===== src/rtl/pal_pkg.sv =====
// Shared sizing for the programmable array: inputs, outputs, terms per
// output and the derived fuse/configuration widths.
package pal_pkg;
    localparam int N_IN   = 3;
    localparam int N_OUT  = 2;
    localparam int N_PT   = 4;
    localparam int N_SIG  = N_IN + N_OUT;
    localparam int N_LIT  = 2 * N_SIG;
    localparam int N_TERM = N_OUT * N_PT;
    localparam int FUSE_W = N_TERM * N_LIT;
    localparam int MC_W   = 2;
    localparam int CFG_W  = FUSE_W + N_OUT * MC_W;
endpackage


===== src/rtl/pal_cfg_loader.sv =====
// Serial configuration loader. Shifts cfg_bit in LSB first while
// cfg_load is high. Marks the configuration active once a burst of at
// least CFG_W bits has ended. Assumes the strobe is held for whole cycles.
module pal_cfg_loader #(
    parameter int CFG_W = pal_pkg::CFG_W
) (
    input  logic             clk,
    input  logic             rst_n,
    input  logic             cfg_load,
    input  logic             cfg_bit,
    output logic [CFG_W-1:0] cfg_bits,
    output logic             cfg_done
);
    localparam int CNT_W = $clog2(CFG_W + 1);

    logic [CNT_W-1:0] bit_cnt;

    // Shift register holding the fuse map; not reset, like stored fuses.
    always_ff @(posedge clk) begin
        if (cfg_load) begin
            cfg_bits <= {cfg_bit, cfg_bits[CFG_W-1:1]};
        end
    end

    // Burst length counter and configuration-active flag.
    always_ff @(posedge clk) begin
        if (!rst_n) begin
            bit_cnt  <= '0;
            cfg_done <= 1'b0;
        end else if (cfg_load) begin
            cfg_done <= 1'b0;
            if (bit_cnt != CNT_W'(CFG_W)) begin
                bit_cnt <= bit_cnt + 1'b1;
            end
        end else begin
            bit_cnt <= '0;
            if (bit_cnt == CNT_W'(CFG_W)) begin
                cfg_done <= 1'b1;
            end
        end
    end
endmodule


===== src/rtl/pal_and_plane.sv =====
// Programmable AND plane. Builds true and complement literals of every
// signal and forms each product term from the literals whose fuse is set.
// An unfused term is 1; a term holding a literal and its complement is 0.
module pal_and_plane #(
    parameter int N_SIG  = pal_pkg::N_SIG,
    parameter int N_TERM = pal_pkg::N_TERM
) (
    input  logic [N_SIG-1:0]            sig,
    input  logic [N_TERM*2*N_SIG-1:0]   fuses,
    output logic [N_TERM-1:0]           terms
);
    localparam int N_LIT = 2 * N_SIG;

    logic [N_LIT-1:0] lit;

    // Input buffers and inverters.
    for (genvar s = 0; s < N_SIG; s++) begin : g_lit
        assign lit[2*s]   = sig[s];
        assign lit[2*s+1] = ~sig[s];
    end

    // One wide AND per product term; unfused literals are forced to 1.
    for (genvar t = 0; t < N_TERM; t++) begin : g_term
        assign terms[t] = &(~fuses[t*N_LIT +: N_LIT] | lit);
    end
endmodule


===== src/rtl/pal_macrocell.sv =====
// Output macrocell: a D flip-flop on the sum, a mode mux choosing the
// sum or the flip-flop, and an enable. The flip-flop is cleared by reset
// and held at 0 while no configuration is active.
module pal_macrocell (
    input  logic clk,
    input  logic rst_n,
    input  logic cfg_done,
    input  logic sum_in,
    input  logic reg_mode,
    input  logic out_en,
    output logic q,
    output logic pin,
    output logic pin_oe
);
    logic pin_val;

    // Registered path.
    always_ff @(posedge clk) begin
        if (!rst_n || !cfg_done) begin
            q <= 1'b0;
        end else begin
            q <= sum_in;
        end
    end

    // Mode mux and output gating.
    always_comb begin
        pin_val = reg_mode ? q : sum_in;
        pin_oe  = cfg_done & out_en;
        pin     = pin_oe & pin_val;
    end
endmodule


===== src/rtl/pal_array.sv =====
// Top of the programmable array: loader, AND plane, fixed OR groups and
// one macrocell per output. Feedback always comes from the macrocell
// flip-flops, so no combinational loop exists in either mode.
module pal_array #(
    parameter int N_IN  = pal_pkg::N_IN,
    parameter int N_OUT = pal_pkg::N_OUT,
    parameter int N_PT  = pal_pkg::N_PT
) (
    input  logic             clk,
    input  logic             rst_n,
    input  logic             cfg_load,
    input  logic             cfg_bit,
    input  logic [N_IN-1:0]  pal_in,
    output logic [N_OUT-1:0] pal_out,
    output logic [N_OUT-1:0] pal_oe
);
    localparam int N_SIG  = N_IN + N_OUT;
    localparam int N_TERM = N_OUT * N_PT;
    localparam int FUSE_W = N_TERM * 2 * N_SIG;
    localparam int CFG_W  = FUSE_W + N_OUT * pal_pkg::MC_W;

    logic [CFG_W-1:0]  cfg_bits;
    logic              cfg_done;
    logic [N_TERM-1:0] terms;
    logic [N_OUT-1:0]  or_sum;
    logic [N_OUT-1:0]  fb_q;
    logic [N_OUT-1:0]  mc_reg;
    logic [N_OUT-1:0]  mc_en;

    pal_cfg_loader #(.CFG_W(CFG_W)) loader_i (
        .clk      (clk),
        .rst_n    (rst_n),
        .cfg_load (cfg_load),
        .cfg_bit  (cfg_bit),
        .cfg_bits (cfg_bits),
        .cfg_done (cfg_done)
    );

    pal_and_plane #(.N_SIG(N_SIG), .N_TERM(N_TERM)) plane_i (
        .sig   ({fb_q, pal_in}),
        .fuses (cfg_bits[FUSE_W-1:0]),
        .terms (terms)
    );

    for (genvar o = 0; o < N_OUT; o++) begin : g_out
        // Hardwired OR of this output's term group.
        assign or_sum[o] = |terms[o*N_PT +: N_PT];
        assign mc_reg[o] = cfg_bits[FUSE_W + 2*o];
        assign mc_en[o]  = cfg_bits[FUSE_W + 2*o + 1];

        pal_macrocell mc_i (
            .clk      (clk),
            .rst_n    (rst_n),
            .cfg_done (cfg_done),
            .sum_in   (or_sum[o]),
            .reg_mode (mc_reg[o]),
            .out_en   (mc_en[o]),
            .q        (fb_q[o]),
            .pin      (pal_out[o]),
            .pin_oe   (pal_oe[o])
        );
    end
endmodule


===== config.mk =====
export PLATFORM = sky130hd
export DESIGN_NAME = pal_array
export DESIGN_NICKNAME = d
export VERILOG_FILES = /design/src/rtl/pal_pkg.sv /design/src/rtl/pal_cfg_loader.sv /design/src/rtl/pal_and_plane.sv /design/src/rtl/pal_macrocell.sv /design/src/rtl/pal_array.sv
export SDC_FILE = /design/constraint.sdc
export NUM_CORES = 1
export LEC_CHECK = 0
export ABC_AREA = 1
export BUFFER_PORTS_ARGS = -buffer_cell sky130_fd_sc_hd__buf_4
export CAP_MARGIN = 20
export CELL_PAD_IN_SITES_DETAIL_PLACEMENT = 1
export CELL_PAD_IN_SITES_GLOBAL_PLACEMENT = 2
export CORE_MARGIN = 2
export CORE_UTILIZATION = 44
export DETAILED_ROUTE_END_ITERATION = 12
export GPL_TIMING_DRIVEN = 0
export PLACE_DENSITY = 0.9
export SLEW_MARGIN = 5
export SYNTH_ARGS = -nofsm -noshare
export SYNTH_HDL_FRONTEND = slang
export SYNTH_HIERARCHICAL = 1
export SYNTH_SLANG_ARGS = --single-unit

===== constraint.sdc =====
create_clock -name clk -period 3.15 [get_ports clk]
set_clock_uncertainty 0.05 [all_clocks]
set_input_delay 0.63 -clock clk [delete_from_list [all_inputs] [get_ports clk]]
set_output_delay 0.63 -clock clk [all_outputs]
set_load 0.005 [all_outputs]

==> flow_metrics.env <==
export IMPL_outcome="completed"
export IMPL_die_area_um2=9880
export IMPL_htreeDepth=3
export IMPL_track_usage=0.173
export IMPL_final_nets=411
export IMPL_instances_no_fill=515
export IMPL_ioPinCount=11
export IMPL_syn_nets=392
export IMPL_dp_cells=499
export IMPL_synth_edf_count=84
export IMPL_layout_drive_gt1_share=0.123
export IMPL_syn_to_final_growth_pct=9.35
export IMPL_power_leakage_nw=2.01
export IMPL_rr_startpoint="g_out[1].mc_i/q$_SDFF_PP0_"
export IMPL_grt_max_degree=87
export IMPL_rows=34
export IMPL_peakVddDrop_uv=296
export IMPL_cts_setup_buffers=0
export IMPL_path_clk_slew_ns=0.09
export IMPL_grt_overflow_total=0
export IMPL_ant_nets=0
export IMPL_design_core_area_um2=8760
export IMPL_place_hpwl_mm=4.95
export IMPL_cts_sinks=94
export IMPL_drtPass1Iterations=4
export IMPL_crit_required_ns=2.47
export IMPL_worstHoldStart="cfg_bit"
export IMPL_yosysUniqueCellTypes=24
export IMPL_io_buffers=8
export IMPL_cts_root_buffer="clkbuf_8"
export IMPL_crit_fanout=9
export IMPL_async_flop_share=0
export IMPL_postSynthAreaPerCell_um2=10.5
export IMPL_cp_arrival_ns=1.96
export IMPL_slew_viol_final=0
export IMPL_cts_hold_buffers=0
export IMPL_timing_slew_headroom=0.285
export IMPL_via_count=2421
export IMPL_place_gp_congestion=0.730
export IMPL_drt_initial_drc_count=104
export IMPL_design_area_um2=4380
export IMPL_hold_violations=0
export IMPL_crit_path_max_incr_delay_ns=0.33
export IMPL_wl_per_cell_um=15.1
export IMPL_antenna_found_initial=0
export IMPL_hold_path_class="input port to register"
export IMPL_powerDensity_nw_per_um2=529
export IMPL_clk_latency_ns=0.36
export IMPL_cts_max_path_buffers=2
export IMPL_critical_path_startpoint="g_out[1].mc_i/q$_SDFF_PP0_"
export IMPL_place_area_um2=4200
export IMPL_viasPerCell=4.70
export IMPL_drt_wl_total_mm=7.75
export IMPL_multi_input_area_um2=877
export IMPL_clock_fmax_mhz=379
export IMPL_syn_inst=383
export IMPL_die_h_um=99.4
export IMPL_cts_tree="built"
export IMPL_grt_pass1_wl_mm=12.8
export IMPL_cts_resized=0
export IMPL_ys_seq_elements=94
export IMPL_seq_area_frac_synth=0.680
export IMPL_register_area_um2=2720
export IMPL_min_period_ns=2.64
export IMPL_worst_pin_slew_ns=1.07
export IMPL_timing_final_crit_share=0.837
export IMPL_critPathKind="register to output port"
export IMPL_synth_area_um2=4000
export IMPL_n_antenna_cell=0
export IMPL_path_cells="buf_6 > inv_1 > nand2_1 > nand2_1 > nand3_1 > nor2_1 > nor2_1 > nand2_1 > nor2_1 > nor2_2 > buf_4"
export IMPL_grt_pass1_vias=2522
export IMPL_startpoint_type="register"
export IMPL_initial_core_util=0.457
export IMPL_cts_buffers=9
export IMPL_finalSetupViolations=0
export IMPL_die_x_um=99.4
export IMPL_fin_tns_setup_ns=0
export IMPL_drv_cap=0
export IMPL_n_fill_cell=978
export IMPL_slowest_stage="dfxtp_1"
export IMPL_drc=0
export IMPL_rsz0062_at_grt="no"
export IMPL_yosysWarnings=6
export IMPL_worst_setup_path_end_kind="output port"
export IMPL_synthFlopType="edfxtp_1"
layer usage:
| metal | global-route usage | wire length (um) | share of wire |
|---|---|---|---|
| met1 | 0.235 | 3620 | 0.47 |
| met2 | 0.282 | 3750 | 0.48 |
| met3 | 0.0295 | 257 | 0.033 |
| met4 | 0.0664 | 118 | 0.015 |
| met5 | 0 | 0 | 0 |
registers in the layout, indices dropped and copies added (netlist names):
| signal | cells |
|---|---|
| g_out.mc_i/q | 2 |
| loader_i/bit_cnt | 7 |
| loader_i/cfg_bits | 84 |
| loader_i/cfg_done | 1 |
worst max-delay path: cells and delay by family, from the launching register on:
family / cells / cell delay [ns]
buffers and inverters: 3 / 0.53
DFF: 1 / 0.33
and+or+nand+nor: 8 / 0.74
cell usage after synthesis (4+ instances only):
cell type | count | area [um2]
nor2_1 | 36 | 135
o21ai_0 | 6 | 30.0
a21oi_1 | 4 | 20.0
dfxtp_1 | 10 | 200
inv_1 | 85 | 319
edfxtp_1 | 84 | 2520
nand2_2 | 5 | 31.3
buf_6 | 6 | 67.6
nand3_1 | 13 | 65.1
nand2_1 | 109 | 409
layout make-up:
type | count | area share
well taps | 108 | 0.0309
flip-flops and latches | 94 | 0.622
repair buffers | 8 | 0.0137
clock inverters | 7 | 0.0126
plain buffers | 7 | 0.0166
inverters | 88 | 0.0755
multi-input cells | 194 | 0.200
clock buffers | 9 | 0.0283
power breakdown:
group	internal (W)	switching [W]
combinational	0.0000330	0.0000789
sequential	0.00143	0.0000323
clock	0.000296	0.000444
worst paths after layout:
kind / to / cells past startpoint / slack (ns)
setup / recovery: pal_out[1] / 11 / 0.51
hold / removal: loader_i/cfg_bits[83]$_DFFE_PP_ / 1 / 0.40
setup reg to reg: g_out[0].mc_i/q$_SDFF_PP0_ / 9 / 1.53
hold reg to reg: loader_i/cfg_bits[4]$_DFFE_PP_ / 0 / 0.40
cells in the final DEF, fill, tap and decap left out:
cell | netlist | final
buf_2 | 1 | 1
buf_4 | 0 | 8
nor2_1 | 36 | 36
o21bai_1 | 1 | 1
clkbuf_8 | 0 | 9
inv_2 | 3 | 3
ha_1 | 2 | 2
a21oi_2 | 2 | 2
edfxtp_1 | 84 | 84
inv_6 | 0 | 3
o21ai_1 | 3 | 3
nand2_4 | 3 | 3
nand3_2 | 1 | 1
clkinvlp_4 | 0 | 1
xor2_1 | 1 | 1
nand3_1 | 13 | 13
nor2_8 | 1 | 1
clkinv_1 | 0 | 1
nand2_1 | 109 | 109
o21ai_0 | 6 | 6
a21oi_1 | 4 | 4
nand2_2 | 5 | 5
and3_2 | 2 | 2
buf_6 | 6 | 6
clkinv_4 | 0 | 2
nand4_1 | 1 | 1
dfxtp_1 | 10 | 10
nor2_2 | 3 | 3
inv_1 | 85 | 85
xnor2_1 | 1 | 1
metrics by stage:
| stage | hold slack (ns) | total power, W | utilization | worst slack (ns) |
|---|---|---|---|---|
| after detailed placement | 0.382 | 0.00160 | 0.479 | 0.553 |
| after global routing | 0.381 | 0.00241 | 0.499 | 0.349 |
| after global placement | 0.376 | 0.00160 | 0.479 | 0.573 |
| after CTS | 0.380 | 0.00234 | 0.499 | 0.442 |
| final | 0.400 | 0.00231 | 0.499 | 0.515 |
| after floorplan | 0.371 | 0.00154 | - | 1.09 |
kinds of logic after synthesis:
kind of cell,synth area share
adder cells (fa/ha/maj),0.00625
AND/OR/NAND/NOR,0.186
flip-flops,0.680
buffers and inverters,0.101
XOR/XNOR,0.00438
AO/OA/AOI/OAI,0.0225
(Power assumes the default switching activity.)
